[src/rtl/tpr_pkg.sv]
package tpr_pkg;

    typedef enum logic [1:0] {
        MODE_KEEP     = 2'd0,
        MODE_POST_INC = 2'd1,
        MODE_POST_DEC = 2'd2,
        MODE_PRE_INC  = 2'd3
    } tp_mode_e;

    typedef enum logic [1:0] {
        FS_IDLE = 2'd0,
        FS_REQ  = 2'd1,
        FS_RET  = 2'd2
    } fetch_state_e;

    localparam logic [1:0] SEL_PTR_LO = 2'd0;
    localparam logic [1:0] SEL_PTR_HI = 2'd1;
    localparam logic [1:0] SEL_PTR_UP = 2'd2;
    localparam logic [1:0] SEL_LATCH  = 2'd3;

endpackage

[src/rtl/tpr_ptr_math.sv]
module tpr_ptr_math
    import tpr_pkg::*;
#(
    parameter int PTR_W = 21
) (
    input  logic [PTR_W-1:0] ptr,
    input  tp_mode_e         mode,
    output logic [PTR_W-1:0] eff_addr,
    output logic [PTR_W-1:0] ptr_next
);

    logic [PTR_W-1:0] ptr_inc;
    logic [PTR_W-1:0] ptr_dec;

    assign ptr_inc = ptr + PTR_W'(1);
    assign ptr_dec = ptr - PTR_W'(1);

    always_comb begin
        eff_addr = ptr;
        ptr_next = ptr;
        unique case (mode)
            MODE_KEEP:     ptr_next = ptr;
            MODE_POST_INC: ptr_next = ptr_inc;
            MODE_POST_DEC: ptr_next = ptr_dec;
            MODE_PRE_INC: begin
                ptr_next = ptr_inc;
                eff_addr = ptr_inc;
            end
            default:       ptr_next = ptr;
        endcase
    end

endmodule

[src/rtl/tpr_fetch_ctrl.sv]
module tpr_fetch_ctrl
    import tpr_pkg::*;
#(
    parameter int PTR_W  = 21,
    parameter int DATA_W = 8
) (
    input  logic                clk,
    input  logic                rst_n,
    input  logic                start,
    input  logic [PTR_W-1:0]    start_addr,
    input  logic [2*DATA_W-1:0] pm_rdata,
    output logic                busy,
    output logic                pm_req,
    output logic [PTR_W-2:0]    pm_word_addr,
    output logic                cap_valid,
    output logic [DATA_W-1:0]   cap_data
);

    typedef struct packed {
        fetch_state_e     state;
        logic [PTR_W-1:0] addr;
    } fetch_regs_t;

    fetch_regs_t fr_d, fr_q;

    always_comb begin
        fr_d = fr_q;
        unique case (fr_q.state)
            FS_IDLE: begin
                if (start) begin
                    fr_d.state = FS_REQ;
                    fr_d.addr  = start_addr;
                end
            end
            FS_REQ:  fr_d.state = FS_RET;
            FS_RET:  fr_d.state = FS_IDLE;
            default: fr_d.state = FS_IDLE;
        endcase
    end

    always_ff @(posedge clk) begin
        if (!rst_n) begin
            fr_q <= '{state: FS_IDLE, addr: '0};
        end else begin
            fr_q <= fr_d;
        end
    end

    assign busy         = (fr_q.state != FS_IDLE);
    assign pm_req       = (fr_q.state == FS_REQ);
    assign pm_word_addr = fr_q.addr[PTR_W-1:1];
    assign cap_valid    = (fr_q.state == FS_RET);
    assign cap_data     = fr_q.addr[0] ? pm_rdata[2*DATA_W-1:DATA_W]
                                       : pm_rdata[DATA_W-1:0];

    // request lasts one cycle and is followed by the return cycle
    p_req_single_cycle_r3: assert property (@(posedge clk) disable iff (!rst_n)
        pm_req |=> (!pm_req && cap_valid && busy));

    // a started fetch requests memory in the next cycle
    p_start_to_req_r3: assert property (@(posedge clk) disable iff (!rst_n)
        start |=> pm_req);

    // a new fetch never starts while one is running
    p_no_start_busy_r8: assert property (@(posedge clk) disable iff (!rst_n)
        start |-> !busy);

    // word address held steady from request to capture
    p_addr_hold_r3: assert property (@(posedge clk) disable iff (!rst_n)
        pm_req |=> $stable(pm_word_addr));

endmodule

[src/rtl/tpr_hold_buf.sv]
module tpr_hold_buf #(
    parameter int DEPTH  = 8,
    parameter int DATA_W = 8,
    localparam int IDX_W = $clog2(DEPTH)
) (
    input  logic                    clk,
    input  logic                    rst_n,
    input  logic                    wr_en,
    input  logic [IDX_W-1:0]        wr_idx,
    input  logic [DATA_W-1:0]       wr_data,
    output logic [DEPTH*DATA_W-1:0] bytes_flat
);

    logic [DATA_W-1:0] slot_d [DEPTH];
    logic [DATA_W-1:0] slot_q [DEPTH];

    always_comb begin
        for (int i = 0; i < DEPTH; i++) begin
            slot_d[i] = slot_q[i];
        end
        if (wr_en) begin
            slot_d[wr_idx] = wr_data;
        end
    end

    always_ff @(posedge clk) begin
        if (!rst_n) begin
            for (int i = 0; i < DEPTH; i++) begin
                slot_q[i] <= '0;
            end
        end else begin
            for (int i = 0; i < DEPTH; i++) begin
                slot_q[i] <= slot_d[i];
            end
        end
    end

    for (genvar g = 0; g < DEPTH; g++) begin : g_slot
        assign bytes_flat[g*DATA_W +: DATA_W] = slot_q[g];

        // the addressed slot takes the data, others keep theirs
        p_slot_write_r7: assert property (@(posedge clk) disable iff (!rst_n)
            (wr_en && (wr_idx == IDX_W'(g))) |=> (slot_q[g] == $past(wr_data)));

        p_slot_keep_r7: assert property (@(posedge clk) disable iff (!rst_n)
            !(wr_en && (wr_idx == IDX_W'(g))) |=> $stable(slot_q[g]));
    end

endmodule

[src/rtl/prog_table_reader.sv]
module prog_table_reader
    import tpr_pkg::*;
#(
    parameter int PTR_W      = 21,
    parameter int DATA_W     = 8,
    parameter int HOLD_DEPTH = 8,
    localparam int WORD_W     = PTR_W - 1,
    localparam int HOLD_IDX_W = $clog2(HOLD_DEPTH),
    localparam int UP_W       = PTR_W - 2 * DATA_W
) (
    input  logic                         clk,
    input  logic                         rst_n,
    input  logic                         sw_wr_en,
    input  logic [1:0]                   sw_sel,
    input  logic [DATA_W-1:0]            sw_wdata,
    output logic [DATA_W-1:0]            sw_rdata,
    input  logic                         op_valid,
    input  logic                         op_write,
    input  logic [1:0]                   op_mode,
    output logic                         busy,
    output logic                         pm_req,
    output logic [WORD_W-1:0]            pm_word_addr,
    input  logic [2*DATA_W-1:0]          pm_rdata,
    output logic [HOLD_DEPTH*DATA_W-1:0] hold_bytes
);

    typedef struct packed {
        logic [PTR_W-1:0]  ptr;
        logic [DATA_W-1:0] latch;
    } top_regs_t;

    top_regs_t rg_d, rg_q;

    logic              accept;
    logic              rd_start;
    logic              wr_go;
    logic [PTR_W-1:0]  eff_addr;
    logic [PTR_W-1:0]  ptr_next;
    logic              cap_valid;
    logic [DATA_W-1:0] cap_data;

    assign accept   = op_valid && !busy;
    assign rd_start = accept && !op_write;
    assign wr_go    = accept && op_write;

    tpr_ptr_math #(
        .PTR_W (PTR_W)
    ) u_ptr_math (
        .ptr      (rg_q.ptr),
        .mode     (tp_mode_e'(op_mode)),
        .eff_addr (eff_addr),
        .ptr_next (ptr_next)
    );

    tpr_fetch_ctrl #(
        .PTR_W  (PTR_W),
        .DATA_W (DATA_W)
    ) u_fetch (
        .clk          (clk),
        .rst_n        (rst_n),
        .start        (rd_start),
        .start_addr   (eff_addr),
        .pm_rdata     (pm_rdata),
        .busy         (busy),
        .pm_req       (pm_req),
        .pm_word_addr (pm_word_addr),
        .cap_valid    (cap_valid),
        .cap_data     (cap_data)
    );

    tpr_hold_buf #(
        .DEPTH  (HOLD_DEPTH),
        .DATA_W (DATA_W)
    ) u_hold (
        .clk        (clk),
        .rst_n      (rst_n),
        .wr_en      (wr_go),
        .wr_idx     (eff_addr[HOLD_IDX_W-1:0]),
        .wr_data    (rg_q.latch),
        .bytes_flat (hold_bytes)
    );

    always_comb begin
        rg_d = rg_q;
        if (accept) begin
            rg_d.ptr = ptr_next;
        end
        if (sw_wr_en) begin
            unique case (sw_sel)
                SEL_PTR_LO: rg_d.ptr[DATA_W-1:0]          = sw_wdata;
                SEL_PTR_HI: rg_d.ptr[2*DATA_W-1:DATA_W]   = sw_wdata;
                SEL_PTR_UP: rg_d.ptr[PTR_W-1:2*DATA_W]    = sw_wdata[UP_W-1:0];
                default:    rg_d.latch                    = sw_wdata;
            endcase
        end
        if (cap_valid) begin
            rg_d.latch = cap_data;
        end
    end

    always_ff @(posedge clk) begin
        if (!rst_n) begin
            rg_q <= '{ptr: '0, latch: '0};
        end else begin
            rg_q <= rg_d;
        end
    end

    always_comb begin
        unique case (sw_sel)
            SEL_PTR_LO: sw_rdata = rg_q.ptr[DATA_W-1:0];
            SEL_PTR_HI: sw_rdata = rg_q.ptr[2*DATA_W-1:DATA_W];
            SEL_PTR_UP: sw_rdata = DATA_W'(rg_q.ptr[PTR_W-1:2*DATA_W]);
            default:    sw_rdata = rg_q.latch;
        endcase
    end

    // operations offered during a fetch leave the pointer alone
    p_busy_ignores_op_r8: assert property (@(posedge clk) disable iff (!rst_n)
        (busy && op_valid && !sw_wr_en) |=> (rg_q.ptr == $past(rg_q.ptr)));

    // keep mode leaves the pointer unchanged
    p_keep_mode_r5: assert property (@(posedge clk) disable iff (!rst_n)
        (accept && (op_mode == 2'd0) && !sw_wr_en) |=> (rg_q.ptr == $past(rg_q.ptr)));

    // post-increment advances by one modulo the pointer range
    p_post_inc_r5: assert property (@(posedge clk) disable iff (!rst_n)
        (accept && (op_mode == 2'd1) && !sw_wr_en)
            |=> (rg_q.ptr == PTR_W'($past(rg_q.ptr) + PTR_W'(1))));

    // a table write never occupies the memory port
    p_write_no_fetch_r7: assert property (@(posedge clk) disable iff (!rst_n)
        wr_go |=> (!pm_req && !busy));

    // the capture edge overrides a software latch write
    p_capture_wins_r10: assert property (@(posedge clk) disable iff (!rst_n)
        cap_valid |=> (rg_q.latch == $past(cap_data)));

endmodule

[config.mk]
export PLATFORM = sky130hd
export DESIGN_NAME = prog_table_reader
export DESIGN_NICKNAME = d
export VERILOG_FILES = /design/src/rtl/tpr_pkg.sv /design/src/rtl/tpr_ptr_math.sv /design/src/rtl/tpr_fetch_ctrl.sv /design/src/rtl/tpr_hold_buf.sv /design/src/rtl/prog_table_reader.sv
export SDC_FILE = /design/constraint.sdc
export NUM_CORES = 1
export LEC_CHECK = 0
export BUFFER_PORTS_ARGS = -buffer_cell sky130_fd_sc_hd__buf_2
export CELL_PAD_IN_SITES_DETAIL_PLACEMENT = 1
export CELL_PAD_IN_SITES_GLOBAL_PLACEMENT = 1
export CORE_MARGIN = 2
export CORE_UTILIZATION = 44
export DETAILED_ROUTE_END_ITERATION = 12
export PLACE_DENSITY = 0.86
export SETUP_SLACK_MARGIN = 0.02
export SLEW_MARGIN = 10
export SYNTH_ARGS = -nofsm -noshare
export SYNTH_HDL_FRONTEND = slang
export SYNTH_SLANG_ARGS = --single-unit
[constraint.sdc]
create_clock -name clk -period 6.9 [get_ports clk]
set_clock_uncertainty 0.15 [all_clocks]
set_input_delay 1.035 -clock clk [delete_from_list [all_inputs] [get_ports clk]]
set_output_delay 1.035 -clock clk [all_outputs]
set_load 0.1 [all_outputs]
==> run metrics <==
largest net degree at the start of global routing=91; PostCTS Resize Cnt=0; hold_buf cts=0; RR Endpoint=u_hold.slot_q[1][1]; RSZ-0062 raised after global routing=no; Pleak=2.967 nW; post-synth design cell area=0.006113 mm²; final hold vios=0; std cell rows=43; global placement routability congestion=0.9865; setup TNS=0 ns; FMAX=0.2906 GHz; layout net count=810; max-slew violation count=0; status=finished clean; grt total ovfl=0; DR pass1 iterations=5; worst path required time=5.71 ns; Root Buffer=clkbuf_16; Synth top area share=37.99%; Seq/Total Area, Yosys=37.99%; Slew HR=38.90%; EDFF count, synth=0; prevailing post-synth register cell=dfxtp_1; syn_nets=750; Avg WL per Cell=22.28 µm; diode count=0; ys async rst share=0%; Hold Path Class=reg2reg; crit path launch=sw_sel[0]; nature of the critical path endpoint=primary output; Critical Setup Path Class=in2out; synth unique cells=60; Synth-to-Final Area Change=16.54%; CTS tree=built; final wirelength=21.52 mm; vias in the first global route=6008; Worst Setup Start Kind=input pin; share of cells above drive strength 1=23.03%; crit path capture=sw_rdata[1]; worst skew pair latency=0.43 ns; global-route wire length before repair=33.20 mm; clock transition at the registers of the reported paths=0.05 ns; post-layout util=51.93%; CORE AREA=0.01372 mm²; Clock Path Buffers=2; hold_sp=u_hold.slot_q[1][9]; top area cells in the synthesized netlist=dfxtp_1 38%, mux2i_1 12%, nor2_1 7.2%, clkbuf_1 3.6%, a211oi_1 3.2%; setup slack, reg-to-reg=3.67 ns; Max Cap Violations=0; CP max FO=16; Die Height=121.9 µm; Post-CTS Setup Bufs=0; commonest non-fill, non-tap cell in the layout=buf_2; All-Layer GR Usage=29.36%; Final Cell Area=0.007124 mm²; final setup fails=0; initial antenna violation count=0; commonest cells after routing, fill and taps aside=126 x buf_2, 117 x nor2_1, 116 x dfxtp_1, 75 x mux2i_1, 36 x o21ai_0; cts bufs inserted=17; area post-placement=0.006575 mm²; DR vias=5931; IO Port Bufs=126; yosys warns=0; total power=1.904 mW; Least-Margin Pin Slew=0.9165 ns; fin crit share=49.87%; Gate Count Post-Synth=715; antenna viol nets, final=0; I/O Pins=127; post-DP HPWL=14.25 mm; CTS Sinks=116; die footprint=0.01485 mm²; DRC Markers=0; Die Width=121.9 µm; initial core utilization=44.56%; crit path DAT=2.26 ns; Vias/cell=6.140; r2r startpoint=rg_q[8]; syn_area_per_cell=8.550 µm²; FF-to-FF path depth=7; worst vdd ir=0.1584 mV; Power Density=267.3 mW/mm²; Synth area leader=dfxtp_1; Seq cells post-synth=116; Initial DRC Count=471; # H-tree levels=4; Final min period=3.441 ns
==> per-stage QoR <==
stage	worst slack [ns]	std cells	hold WS (ns)
after floorplan	1.807	715	0.3285
after global placement	3.379	936	0.3210
after detailed placement	3.145	936	0.3342
after CTS	3.462	966	0.3489
after global routing	3.332	966	0.3706
final	3.459	966	0.3441
==> worst max-delay path, cell delays in order <==
cell and delay [ns]:
buf_2 0.32, mux4_2 0.58, buf_2 0.31
==> area by class of cell <==
class,instances,area (µm²)
Clock inverter,12,110.1
Inverter,7,26.28
Fill cell,1633,6595
Sequential cell,116,2322
Timing Repair Buffer,132,675.6
Clock buffer,18,439.2
Multi-Input combinational cell,501,3326
Tap cell,180,225.2
==> cell families (layout without fill, tap and decap cells) <==
group                      after synthesis  in the layout  synth area share [%]
xor gates and xnor gates                32             32                 4.585
muxes                                   81             81                 14.31
and+or+nand+nor                        254            254                 21.20
buffers and inverters                   98            169                 7.654
DFF                                    116            116                 37.99
AOI/OAI and AO/OA                      132            132                 13.86
adders and majority gates                2              2                0.4093
==> synth_stat cells, types with 4 or more instances <==
library cell  count
nor2_1          118
dfxtp_1         116
mux2i_1          75
clkbuf_1         58
o21ai_0          36
a21oi_1          28
a211oi_1         26
buf_4            20
nand2_1          20
nand3_1          20
nand4_1          20
xnor2_1          20
nor3_1           18
nor4_1           12
xor2_1           12
a31oi_1          11
buf_2             8
or4_1             7
and3_1            5
inv_1             5
mux4_2            5
and2_1            4
o221ai_1          4
or3_1             4
==> state kept, by name (all words and copies together), names as in the netlist <==
signal and flops:
u_fetch.fr_q 3, rg_q 29, u_fetch.pm_word_addr 20, u_hold.slot_q 64
==> routing by layer <==
metal  part of all wire, %  wire, µm  vias up  track usage [%]
met2                    47     10210      296            48.08
met1                    42      8953     2909            36.17
li1                      -         -     2666                -
met3                   8.2      1769       60            7.818
met4                   2.7       584        0            13.15
met5                     0         0        -                0
==> power by group <==
group	internal (mW)	switching (mW)	total, mW
clock network	0.498	0.331	0.829
logic	0.0898	0.241	0.331
registers	0.692	0.0516	0.744
total	1.28	0.624	1.90
==> how the worst min path moves through the flow <==
stage | end | slack (ns) | cells past startpoint
after CTS | u_hold.slot_q[1][9] | 0.35 | 2
after detailed placement | u_hold.slot_q[1][9] | 0.33 | 2
after floorplan | u_fetch.pm_word_addr[0] | 0.33 | 2
after global routing | u_fetch.pm_word_addr[2] | 0.37 | 2
final | u_hold.slot_q[1][9] | 0.34 | 2
after global placement | u_hold.slot_q[0][24] | 0.32 | 2
Power figures use the tool's default switching activity.
